===== config.mk =====
export PLATFORM = sky130hd
export DESIGN_NAME = uart_tx_dbuf
export DESIGN_NICKNAME = d
export VERILOG_FILES = /design/src/rtl/uart_tx_dbuf.sv
export SDC_FILE = /design/constraint.sdc
export NUM_CORES = 1
export LEC_CHECK = 0
export BUFFER_PORTS_ARGS = -buffer_cell sky130_fd_sc_hd__clkbuf_2
export CAP_MARGIN = 20
export CORE_ASPECT_RATIO = 1.2
export CORE_UTILIZATION = 45
export CTS_BUF_LIST = sky130_fd_sc_hd__clkbuf_16
export DETAILED_ROUTE_END_ITERATION = 6
export HOLD_SLACK_MARGIN = 0.12
export PLACE_DENSITY = 0.75
export SLEW_MARGIN = 20
export SYNTH_ARGS = -nofsm -noshare
export SYNTH_HDL_FRONTEND = slang
export SYNTH_SLANG_ARGS = --single-unit

===== constraint.sdc =====
create_clock -name clk -period 2.2 [get_ports clk]
set_input_delay 0.11 -clock clk [delete_from_list [all_inputs] [get_ports clk]]
set_output_delay 0.11 -clock clk [all_outputs]
set_load 0.005 [all_outputs]

===== src/rtl/uart_tx_dbuf.sv =====
module uart_tx_dbuf #(
  parameter int DATA_W = 8
) (
  input  logic              clk,
  input  logic              rst_n,
  input  logic              bit_tick,
  input  logic              tx_en,
  input  logic              invert,
  input  logic              brk_req,
  input  logic              wr_valid,
  input  logic [DATA_W-1:0] wr_data,
  input  logic              ie_empty,
  input  logic              ie_done,
  input  logic              dma_en,
  output logic              tx_out,
  output logic              hold_empty,
  output logic              tx_done,
  output logic              irq,
  output logic              dma_req
);

  localparam int FRM_LEN = DATA_W + 2;
  localparam int BRK_LEN = DATA_W + 3;
  localparam int CW      = $clog2(BRK_LEN + 1);

  typedef enum logic [1:0] {K_NONE, K_DATA, K_IDLE, K_BRK} kind_t;

  kind_t              kind;
  logic [BRK_LEN-1:0] shreg;
  logic [CW-1:0]      len, idx;
  logic [DATA_W-1:0]  hold_data;
  logic               hold_full, brk_pend, idle_pend, tog, en_q;

  wire busy    = kind != K_NONE;
  wire last    = busy && idx == len - CW'(1);
  wire free    = !busy || last;
  wire en_rise = tx_en && !en_q;
  wire early   = kind == K_DATA && idx < CW'(FRM_LEN - 1);

  always_ff @(posedge clk or negedge rst_n) begin
    if (!rst_n) begin
      kind      <= K_NONE;
      shreg     <= '1;
      len       <= '0;
      idx       <= '0;
      hold_data <= '0;
      hold_full <= 1'b0;
      brk_pend  <= 1'b0;
      idle_pend <= 1'b0;
      tog       <= 1'b0;
      en_q      <= 1'b0;
    end else begin
      en_q <= tx_en;
      if (bit_tick && free) begin
        idx <= '0;
        if (tx_en && brk_pend) begin
          kind     <= K_BRK;
          shreg    <= {1'b1, {(BRK_LEN-1){1'b0}}};
          len      <= CW'(BRK_LEN);
          brk_pend <= 1'b0;
        end else if (tx_en && idle_pend) begin
          kind      <= K_IDLE;
          shreg     <= '1;
          len       <= CW'(FRM_LEN);
          idle_pend <= 1'b0;
        end else if (tx_en && hold_full) begin
          kind      <= K_DATA;
          shreg     <= {2'b11, hold_data, 1'b0};
          len       <= CW'(FRM_LEN);
          hold_full <= 1'b0;
        end else begin
          kind  <= K_NONE;
          shreg <= '1;
        end
      end else if (bit_tick && busy) begin
        shreg <= {1'b1, shreg[BRK_LEN-1:1]};
        idx   <= idx + CW'(1);
      end

      if (!tx_en && kind == K_DATA) tog <= 1'b1;
      else if (en_rise) tog <= 1'b0;

      if (en_rise && tog) begin
        if (early) idle_pend <= 1'b1;
        else hold_full <= 1'b0;
      end

      if (brk_req && tx_en) brk_pend <= 1'b1;

      if (wr_valid) begin
        hold_data <= wr_data;
        hold_full <= 1'b1;
      end
    end
  end

  assign tx_out     = (busy ? shreg[0] : 1'b1) ^ invert;
  assign hold_empty = !hold_full;
  assign tx_done    = !busy && !hold_full && !brk_pend && !idle_pend;
  assign irq        = (hold_empty && ie_empty && !dma_en) || (tx_done && ie_done);
  assign dma_req    = hold_empty && ie_empty && dma_en;


  wr_clears_empty_chk: assert property (@(posedge clk) disable iff (!rst_n)
    wr_valid |=> !hold_empty);


  empty_rise_src_chk: assert property (@(posedge clk) disable iff (!rst_n)
    $rose(hold_empty) |-> $past(bit_tick || en_rise));


  done_needs_empty_chk: assert property (@(posedge clk) disable iff (!rst_n)
    tx_done |-> hold_empty);


  dma_steer_chk: assert property (@(posedge clk) disable iff (!rst_n)
    (dma_en && !ie_done) |-> !irq);


  no_load_disabled_chk: assert property (@(posedge clk) disable iff (!rst_n)
    (!tx_en && !busy) |=> !busy);


  brk_low_chk: assert property (@(posedge clk) disable iff (!rst_n)
    (kind == K_BRK && idx < CW'(BRK_LEN - 1)) |-> tx_out == invert);

endmodule


==> results of run 1 <==
[layout make-up]
cell class                      instances  area, um2
Clock buffer                            5      125.1
Clock inverter                          3      15.01
Fill cell                             266       1373
Inverter                                8      30.03
Multi-Input combinational cell        100      742.0
Sequential cell                        31      788.3
Tap cell                               37      46.29
Timing Repair Buffer                   35      247.7
[kinds of logic after synthesis]
| kind of cell | after synthesis | synth area share, % |
|---|---|---|
| AOI/OAI and AO/OA | 37 | 17.08 |
| and+or+nand+nor | 37 | 11.88 |
| DFF | 31 | 48.91 |
| muxes | 17 | 11.26 |
| buffers and inverters | 16 | 5.047 |
| xor gates and xnor gates | 5 | 2.717 |
| adders and majority gates | 4 | 3.106 |
[registers in the layout (all words and copies together), names as in the netlist]
name / flops
hold_full: 1
kind: 2
hold_data: 8
en_q: 1
brk_pend: 1
shreg: 10
idle_pend: 1
idx: 4
len: 2
tog: 1
[where the power goes]
| group | switching [mW] | internal [mW] | total, mW |
|---|---|---|---|
| Clock | 0.227 | 0.409 | 0.636 |
| Combinational | 0.367 | 0.379 | 0.747 |
| Sequential | 0.158 | 0.802 | 0.961 |
| Total | 0.753 | 1.59 | 2.34 |
[critical path, cell delays in order, from the launching register on]
cell,delay [ps]
sky130_fd_sc_hd__dfrtp_1,410
sky130_fd_sc_hd__inv_1,70
sky130_fd_sc_hd__ha_1,300
sky130_fd_sc_hd__xnor2_1,180
sky130_fd_sc_hd__o41ai_4,430
sky130_fd_sc_hd__buf_12,200
sky130_fd_sc_hd__nand4_1,100
sky130_fd_sc_hd__a31o_1,250
[through the flow]
stage | utilization [%] | instances
after floorplan | - | 147
after global placement | 51.80 | 200
after detailed placement | 51.80 | 200
after CTS | 59.23 | 219
after global routing | 59.23 | 219
final | 59.23 | 219
[how the worst max path moves through the flow]
stage | start | cells after the start | end | slack, ps
6_report | len[0] | 7 | hold_full | 150
5_1_grt | len[0] | 7 | idle_pend | 80
4_1_cts | len[0] | 7 | idle_pend | 140
3_5_place_dp | len[0] | 7 | idle_pend | 150
3_3_place_gp | len[0] | 7 | hold_full | 230
2_1_floorplan | len[0] | 7 | hold_full | 290
[routing by layer]
layer	GRT usage [%]	up-vias	part of all wire [%]
li1	-	593	-
met1	21.05	558	45
met2	29.26	27	49
met3	4.789	7	3.4
met4	10.06	0	2.4
met5	0	-	0
[cells in the final DEF (no fill, tap or decap), drive strengths merged, types with 2 or more instances in the layout]
cell / instances
a21oi: 11
a22o: 2
a32o: 3
and3: 3
buf: 2
clkbuf: 27
clkinv: 2
dfrtp: 21
dfstp: 10
dlygate4sd3: 11
ha: 4
inv: 8
mux2: 9
mux2i: 8
nand2: 5
nand2b: 2
nand3b: 3
nand4: 2
nor2: 14
nor3: 2
o21a: 8
o21ai: 4
o2bb2ai: 2
xnor2: 4
[timing repair]
| action | 4_1_cts | 5_1_grt |
|---|---|---|
| hold buffers | 11 | 0 |
| endpoints found under the hold margin | 31 | 0 |
| setup buffers | 0 | 0 |
==> PnR_summary.wiki, run 1 <==
{| class="wikitable"
! Metric !! Value
|-
| Worst reg-to-reg setup slack || 150 ps
|-
| Fmax || 0.4881 GHz
|-
| Die X-Extent || around 57 um
|-
| Area growth from synthesis to final layout || 23.76%
|-
| # setup viols final || 0
|-
| Least setup slack across all paths after layout || 151.2 ps
|-
| Antenna cell count || 0
|-
| Remaining global-route overflow || 0
|-
| Number of buffers created by CTS || 5
|-
| Critical Path Start Type || flip-flop
|-
| Share of the synthesized area in the top cell type || 32.61%
|-
| Antenna Violating Nets Remaining || 0
|-
| GRT Util Overall || between 10% and 20%
|-
| Root Driver || sky130_fd_sc_hd__clkbuf_16
|-
| First-pass GRT wire length || ~5100 um
|-
| Number of max-slew violations in the final report || 0
|-
| Avg WL per Cell || 14.11 um
|-
| Worst Reg2Reg Path Length in Cells || 7
|-
| Core Region || 3367 um2
|-
| Total power after layout || 2.344 mW
|-
| Critical hold path startpoint || wr_valid
|-
| Top cell types by occurrence after synthesis || 21 x sky130_fd_sc_hd__dfrtp_1, 14 x sky130_fd_sc_hd__nor2_1, 11 x sky130_fd_sc_hd__a21oi_1
|-
| RSZ-0062 raised after global routing || no
|-
| Worst Path Required || 2360 ps
|-
| Detailed Routing Iterations Pass 1 || 4
|-
| Headroom to the max-slew limit || 50.27%
|-
| Cell Area, Synth || ~1600 um2
|-
| Ratio of routed vias to standard cells || about 5.4
|-
| Shortest clock period the worst path allows after layout || 2049 ps
|-
| Top flip-flop cell by instance count after synthesis || sky130_fd_sc_hd__dfrtp_1
|-
| Buffers added on ports || 22
|-
| Sequential element share of the synthesized area || 48.91%
|-
| Pin count of the biggest net entering global routing || 35
|-
| Max-cap viol count || 0
|-
| Maximum buffer depth of the clock tree || 2
|-
| Count of H-tree levels built during CTS || 2
|-
| Final HPWL from detailed placement || 2144 um
|-
| Routability congestion estimate || 0.7795
|-
| IO Pins || 23
|-
| Post-synth net total || ~170
|-
| Lkg Pwr || 0.8848 nW
|-
| Slew at the pin closest to its max-slew limit || 746.0 ps
|-
| Starting utilization of the core area || 47.86%
|-
| Hold violation count in the final report || 0
|-
| Source of the worst register-to-register timing path || len[0]
|-
| CTS Sinks || 31
|-
| Routed vias || 1185
|-
| Pwr/cell area || roughly 1200 nW/um2
|-
| DIE HEIGHT || 67.56 um
|-
| Final design area excluding fillers || around 2000 um2
|-
| Number of flops mapped to enable cells by yosys || 0
|-
| Worst hold margin || 227.4 ps
|-
| FF+latch count, synth || 31
|-
| Path class of the lowest-slack min-delay path || in2reg
|-
| Most instantiated library cell after synthesis || sky130_fd_sc_hd__dfrtp_1
|-
| Post-synthesis cell count || 147
|-
| Critical path start-end classification || reg2reg
|-
| Final net count || 203
|-
| CTS clock-pin slew for the worst setup and hold paths || 50 ps
|-
| Overall die area || approximately 3800 um2
|-
| Worst hold endpoint || hold_full
|-
| Post-synthesis cell type count || 38
|-
| Final clock period utilization by the worst path || 93.13%
|-
| Max FO, Critical Path || 13
|-
| Worst reg2reg endpoint || hold_full
|-
| Total wire length after detailed routing || 3089 um
|-
| Dominant cells by area after synthesis || sky130_fd_sc_hd__dfrtp_1 33%, sky130_fd_sc_hd__dfstp_2 16%, sky130_fd_sc_hd__mux2_2 6.3%, sky130_fd_sc_hd__mux2i_1 5.0%, sky130_fd_sc_hd__o21a_1 3.7%
|-
| Cell taking the most area after synthesis || sky130_fd_sc_hd__dfrtp_1
|-
| CP Data Arrival Time || 2210 ps
|-
| Remaining DRCs || 0
|-
| Number of DRC violations after detailed-routing iteration 0 || 46
|-
| Nature of the critical path endpoint || flip-flop
|-
| Layout cell share with drive strength beyond 1 || 28.57%
|-
| Insertion delay of the later-clocked pin in the worst-skew pair || 270 ps
|-
| Total negative setup slack || 0 ps
|-
| Initial antenna violation count || 0
|-
| Number of gates given a new drive strength after cts || 0
|-
| Clock skew || 6.940 ps
|-
| YS warnings || 0
|-
| Area after DPL || ~1700 um2
|-
| Hold path depth || 2
|-
| Syn_area_per_cell || 10.96 um2
|-
| TritonCTS clock tree || done
|-
| Asr flop ratio synth || 100.0%
|-
| DP Worst Slack || 154.9 ps
|-
| Run status || complete, no violations
|-
| Max VDD drop || 0.001005 V
|-
| Via count of the first global-routing pass || 1138
|-
| Row count || 23
|}
Power figures use the tool's default switching activity.
==> run 2, diff against run 1 <==
--- a/config.mk
+++ b/config.mk
@@ -9,7 +9,7 @@
 export CAP_MARGIN = 20
 export CORE_ASPECT_RATIO = 1.2
 export CORE_UTILIZATION = 45
-export CTS_BUF_LIST = sky130_fd_sc_hd__clkbuf_16
+export CTS_BUF_LIST = sky130_fd_sc_hd__clkbuf_8
 export DETAILED_ROUTE_END_ITERATION = 6
 export HOLD_SLACK_MARGIN = 0.12
 export PLACE_DENSITY = 0.75
==> run 2 against run 1 <==
  * Wire length down 0.97%
  * Maximum frequency down 0.79%
  * Hold slack got worse by 13 ps
  * Critical path depth is the same
  * Sequential share of layout area increased by 0.73 points
  * Die area unchanged
==> PnR_summary.wiki, run 2 (same netlist as run 1, synthesis figures left out) <==
{| class="wikitable"
! Metric !! Value
|-
| IO Pins || 23 (unchanged)
|-
| First-pass GRT wire length || 4995 um (was 5119 um)
|-
| CTS clock-pin slew for the worst setup and hold paths || 70 ps (was 50 ps)
|-
| Critical hold path startpoint || wr_valid (unchanged)
|-
| Initial antenna violation count || 0 (unchanged)
|-
| Leading cell type in the layout, fill and taps excluded || sky130_fd_sc_hd__clkbuf_2 (unchanged)
|-
| Beginning of the critical path || len[0] (unchanged)
|-
| Detailed Routing Iterations Pass 1 || 4 (unchanged)
|-
| Maximum buffer depth of the clock tree || 2 (unchanged)
|-
| Lkg Pwr || 0.8704 nW (was 0.8848 nW)
|-
| Post-CTS Setup Repair Bufs || 0 (unchanged)
|-
| # setup viols final || 0 (unchanged)
|-
| Routed vias || 1196 (was 1185)
|-
| Core Region || 3367 um2 (unchanged)
|-
| Pwr/cell area || 1121 nW/um2 (was 1175 nW/um2)
|-
| Most frequent cells in the layout || 22 x sky130_fd_sc_hd__clkbuf_2, 21 x sky130_fd_sc_hd__dfrtp_1, 14 x sky130_fd_sc_hd__nor2_1 (unchanged)
|-
| Final clock period utilization by the worst path || 93.86% (was 93.13%)
|-
| CP Data Arrival Time || 2240 ps (was 2210 ps)
|-
| Avg WL per Cell || 13.97 um (was 14.11 um)
|-
| Remaining global-route overflow || 0 (unchanged)
|-
| Final design area excluding fillers || 1958 um2 (was 1994 um2)
|-
| Slew at the pin closest to its max-slew limit || 739.3 ps (was 746.0 ps)
|-
| Critical Path Start Type || flip-flop (unchanged)
|-
| Fmax || 0.4843 GHz (was 0.4881 GHz)
|-
| Headroom to the max-slew limit || 50.71% (was 50.27%)
|-
| Run status || complete, no violations (unchanged)
|-
| Number of buffers created by CTS || 5 (unchanged)
|-
| Max-cap viol count || 0 (unchanged)
|-
| Number of DRC violations after detailed-routing iteration 0 || 55 (was 46)
|-
| Count of H-tree levels built during CTS || 2 (unchanged)
|-
| Number of gates given a new drive strength after cts || 0 (unchanged)
|-
| Worst hold margin || 214.6 ps (was 227.4 ps)
|-
| TritonCTS clock tree || done (unchanged)
|-
| Worst reg-to-reg setup slack || 140 ps (was 150 ps)
|-
| Leading registers by flop count || shreg x10, hold_data x8, idx x4 (unchanged)
|-
| CTS Sinks || 31 (unchanged)
|-
| Path class of the lowest-slack min-delay path || in2reg (unchanged)
|-
| Source of the worst register-to-register timing path || len[0] (unchanged)
|-
| DIE HEIGHT || 67.56 um (unchanged)
|-
| Comb pwr share || 34.1% (was 31.9%)
|-
| Net switching power || 0.7308 mW (was 0.7530 mW)
|-
| Clock skew || 9.567 ps (was 6.940 ps)
|-
| Total wire length after detailed routing || 3059 um (was 3089 um)
|-
| Worst Path Required || 2380 ps (was 2360 ps)
|-
| Critical path start-end classification || reg2reg (unchanged)
|-
| Total negative setup slack || 0 ps (unchanged)
|-
| Remaining DRCs || 0 (unchanged)
|-
| Pin count of the biggest net entering global routing || 35 (unchanged)
|-
| Total power after layout || 2.195 mW (was 2.344 mW)
|-
| Sequential group share of total power || 43.7% (was 41.0%)
|-
| Antenna cell count || 0 (unchanged)
|-
| Switching portion of total power || 33.29% (was 32.13%)
|-
| Internal power contribution || 1.465 mW (was 1.591 mW)
|-
| Via count of the first global-routing pass || 1148 (was 1138)
|-
| Worst reg2reg endpoint || idle_pend (was hold_full)
|-
| Final Util || 58.16% (was 59.23%)
|-
| Final net count || 203 (unchanged)
|-
| Row count || 23 (unchanged)
|-
| Hold violation count in the final report || 0 (unchanged)
|-
| RSZ-0062 raised after global routing || no (unchanged)
|-
| Largest register FFs || 10 (unchanged)
|-
| Starting utilization of the core area || 47.86% (unchanged)
|-
| Buffers added on ports || 22 (unchanged)
|-
| Die X-Extent || 56.63 um (unchanged)
|-
| Ratio of routed vias to standard cells || 5.461 (was 5.411)
|-
| Last element of the critical path || idle_pend (was hold_full)
|-
| Ordered cell list for the critical path || inv_1 > ha_1 > xnor2_1 > o41ai_4 > buf_12 > nand4b_1 > a32o_1 (was inv_1 > ha_1 > xnor2_1 > o41ai_4 > buf_12 > nand4_1 > a31o_1)
|-
| Nature of the critical path endpoint || flip-flop (unchanged)
|-
| Overall die area || 3826 um2 (unchanged)
|-
| Antenna Violating Nets Remaining || 0 (unchanged)
|-
| Layout cell share with drive strength beyond 1 || 29.67% (was 28.57%)
|-
| Area after DPL || 1744 um2 (unchanged)
|-
| Max FO, Critical Path || 13 (unchanged)
|-
| Insertion delay of the later-clocked pin in the worst-skew pair || 280 ps (was 270 ps)
|-
| Part of the power in the clock network || 22.2% (was 27.1%)
|-
| GRT Util Overall || 17.09% (was 17.75%)
|-
| Routability congestion estimate || 0.7795 (unchanged)
|-
| Area growth from synthesis to final layout || 21.51% (was 23.76%)
|-
| Shortest clock period the worst path allows after layout || 2065 ps (was 2049 ps)
|-
| Number of max-slew violations in the final report || 0 (unchanged)
|-
| Top register by number of flip-flops || shreg (unchanged)
|-
| Worst Reg2Reg Path Length in Cells || 7 (unchanged)
|-
| Max VDD drop || 0.0007437 V (was 0.001005 V)
|-
| Biggest cell delay along the critical path || 430 ps (about the same)
|-
| Cell type of the slowest stage on the worst timing path || sky130_fd_sc_hd__o41ai_4 (unchanged)
|-
| Post-CTS Hold Fix Bufs || 11 (unchanged)
|-
| Final HPWL from detailed placement || 2144 um (unchanged)
|-
| Root Driver || sky130_fd_sc_hd__clkbuf_8 (was sky130_fd_sc_hd__clkbuf_16)
|}
## run 2: cell type report
class	count	area (um2)
Fill cell	270	1409
Clock buffer	7	96.34
Inverter	8	30.03
Sequential cell	31	788.3
Clock inverter	1	7.507
Multi-Input combinational cell	100	742.0
Tap cell	37	46.29
Timing Repair Buffer	35	247.7
## run 2: per-stage QoR
stage               setup WS (ps)  std cells
CTS                         138.0        219
detailed placement          154.9        200
global placement            234.6        200
global route                73.13        219
floorplan                   292.5        147
finish                      135.0        219
## run 2: worst max-delay path: cells and delay by family (launching register included)
kind	cells	cell delay, ps
buffers and inverters	2	270
adder cells (fa/ha/maj)	1	300
flip-flops	1	420
XOR/XNOR	1	180
AND/OR/NAND/NOR	1	120
AO/OA/AOI/OAI	2	670
## run 2: metal layers
layer	wire length [um]	global-route usage, %	up-vias	share of wire, %
met5	0	0	-	0
met2	1510	28.24	30	49
met1	1360	20.32	565	44
met3	113	4.406	9	3.7
met4	75	9.756	0	2.5
li1	-	-	592	-
## run 2: how the worst min path moves through the flow
| stage | end | cells past startpoint | slack, ps |
|---|---|---|---|
| floorplan | brk_pend | 0 | -190 |
| global placement | idx[3] | 1 | 210 |
| detailed placement | idx[3] | 1 | 210 |
| CTS | hold_full | 2 | 210 |
| global route | hold_full | 2 | 220 |
| finish | hold_full | 2 | 210 |
## run 2: power groups by stage
stage,clock network (mW),logic (mW),registers (mW)
finish,0.488,0.749,0.959
global route,0.533,0.827,0.981
CTS,0.502,0.755,0.956
detailed placement,0,0.738,0.963
global placement,0,0.709,0.956
floorplan,0,0.592,0.916
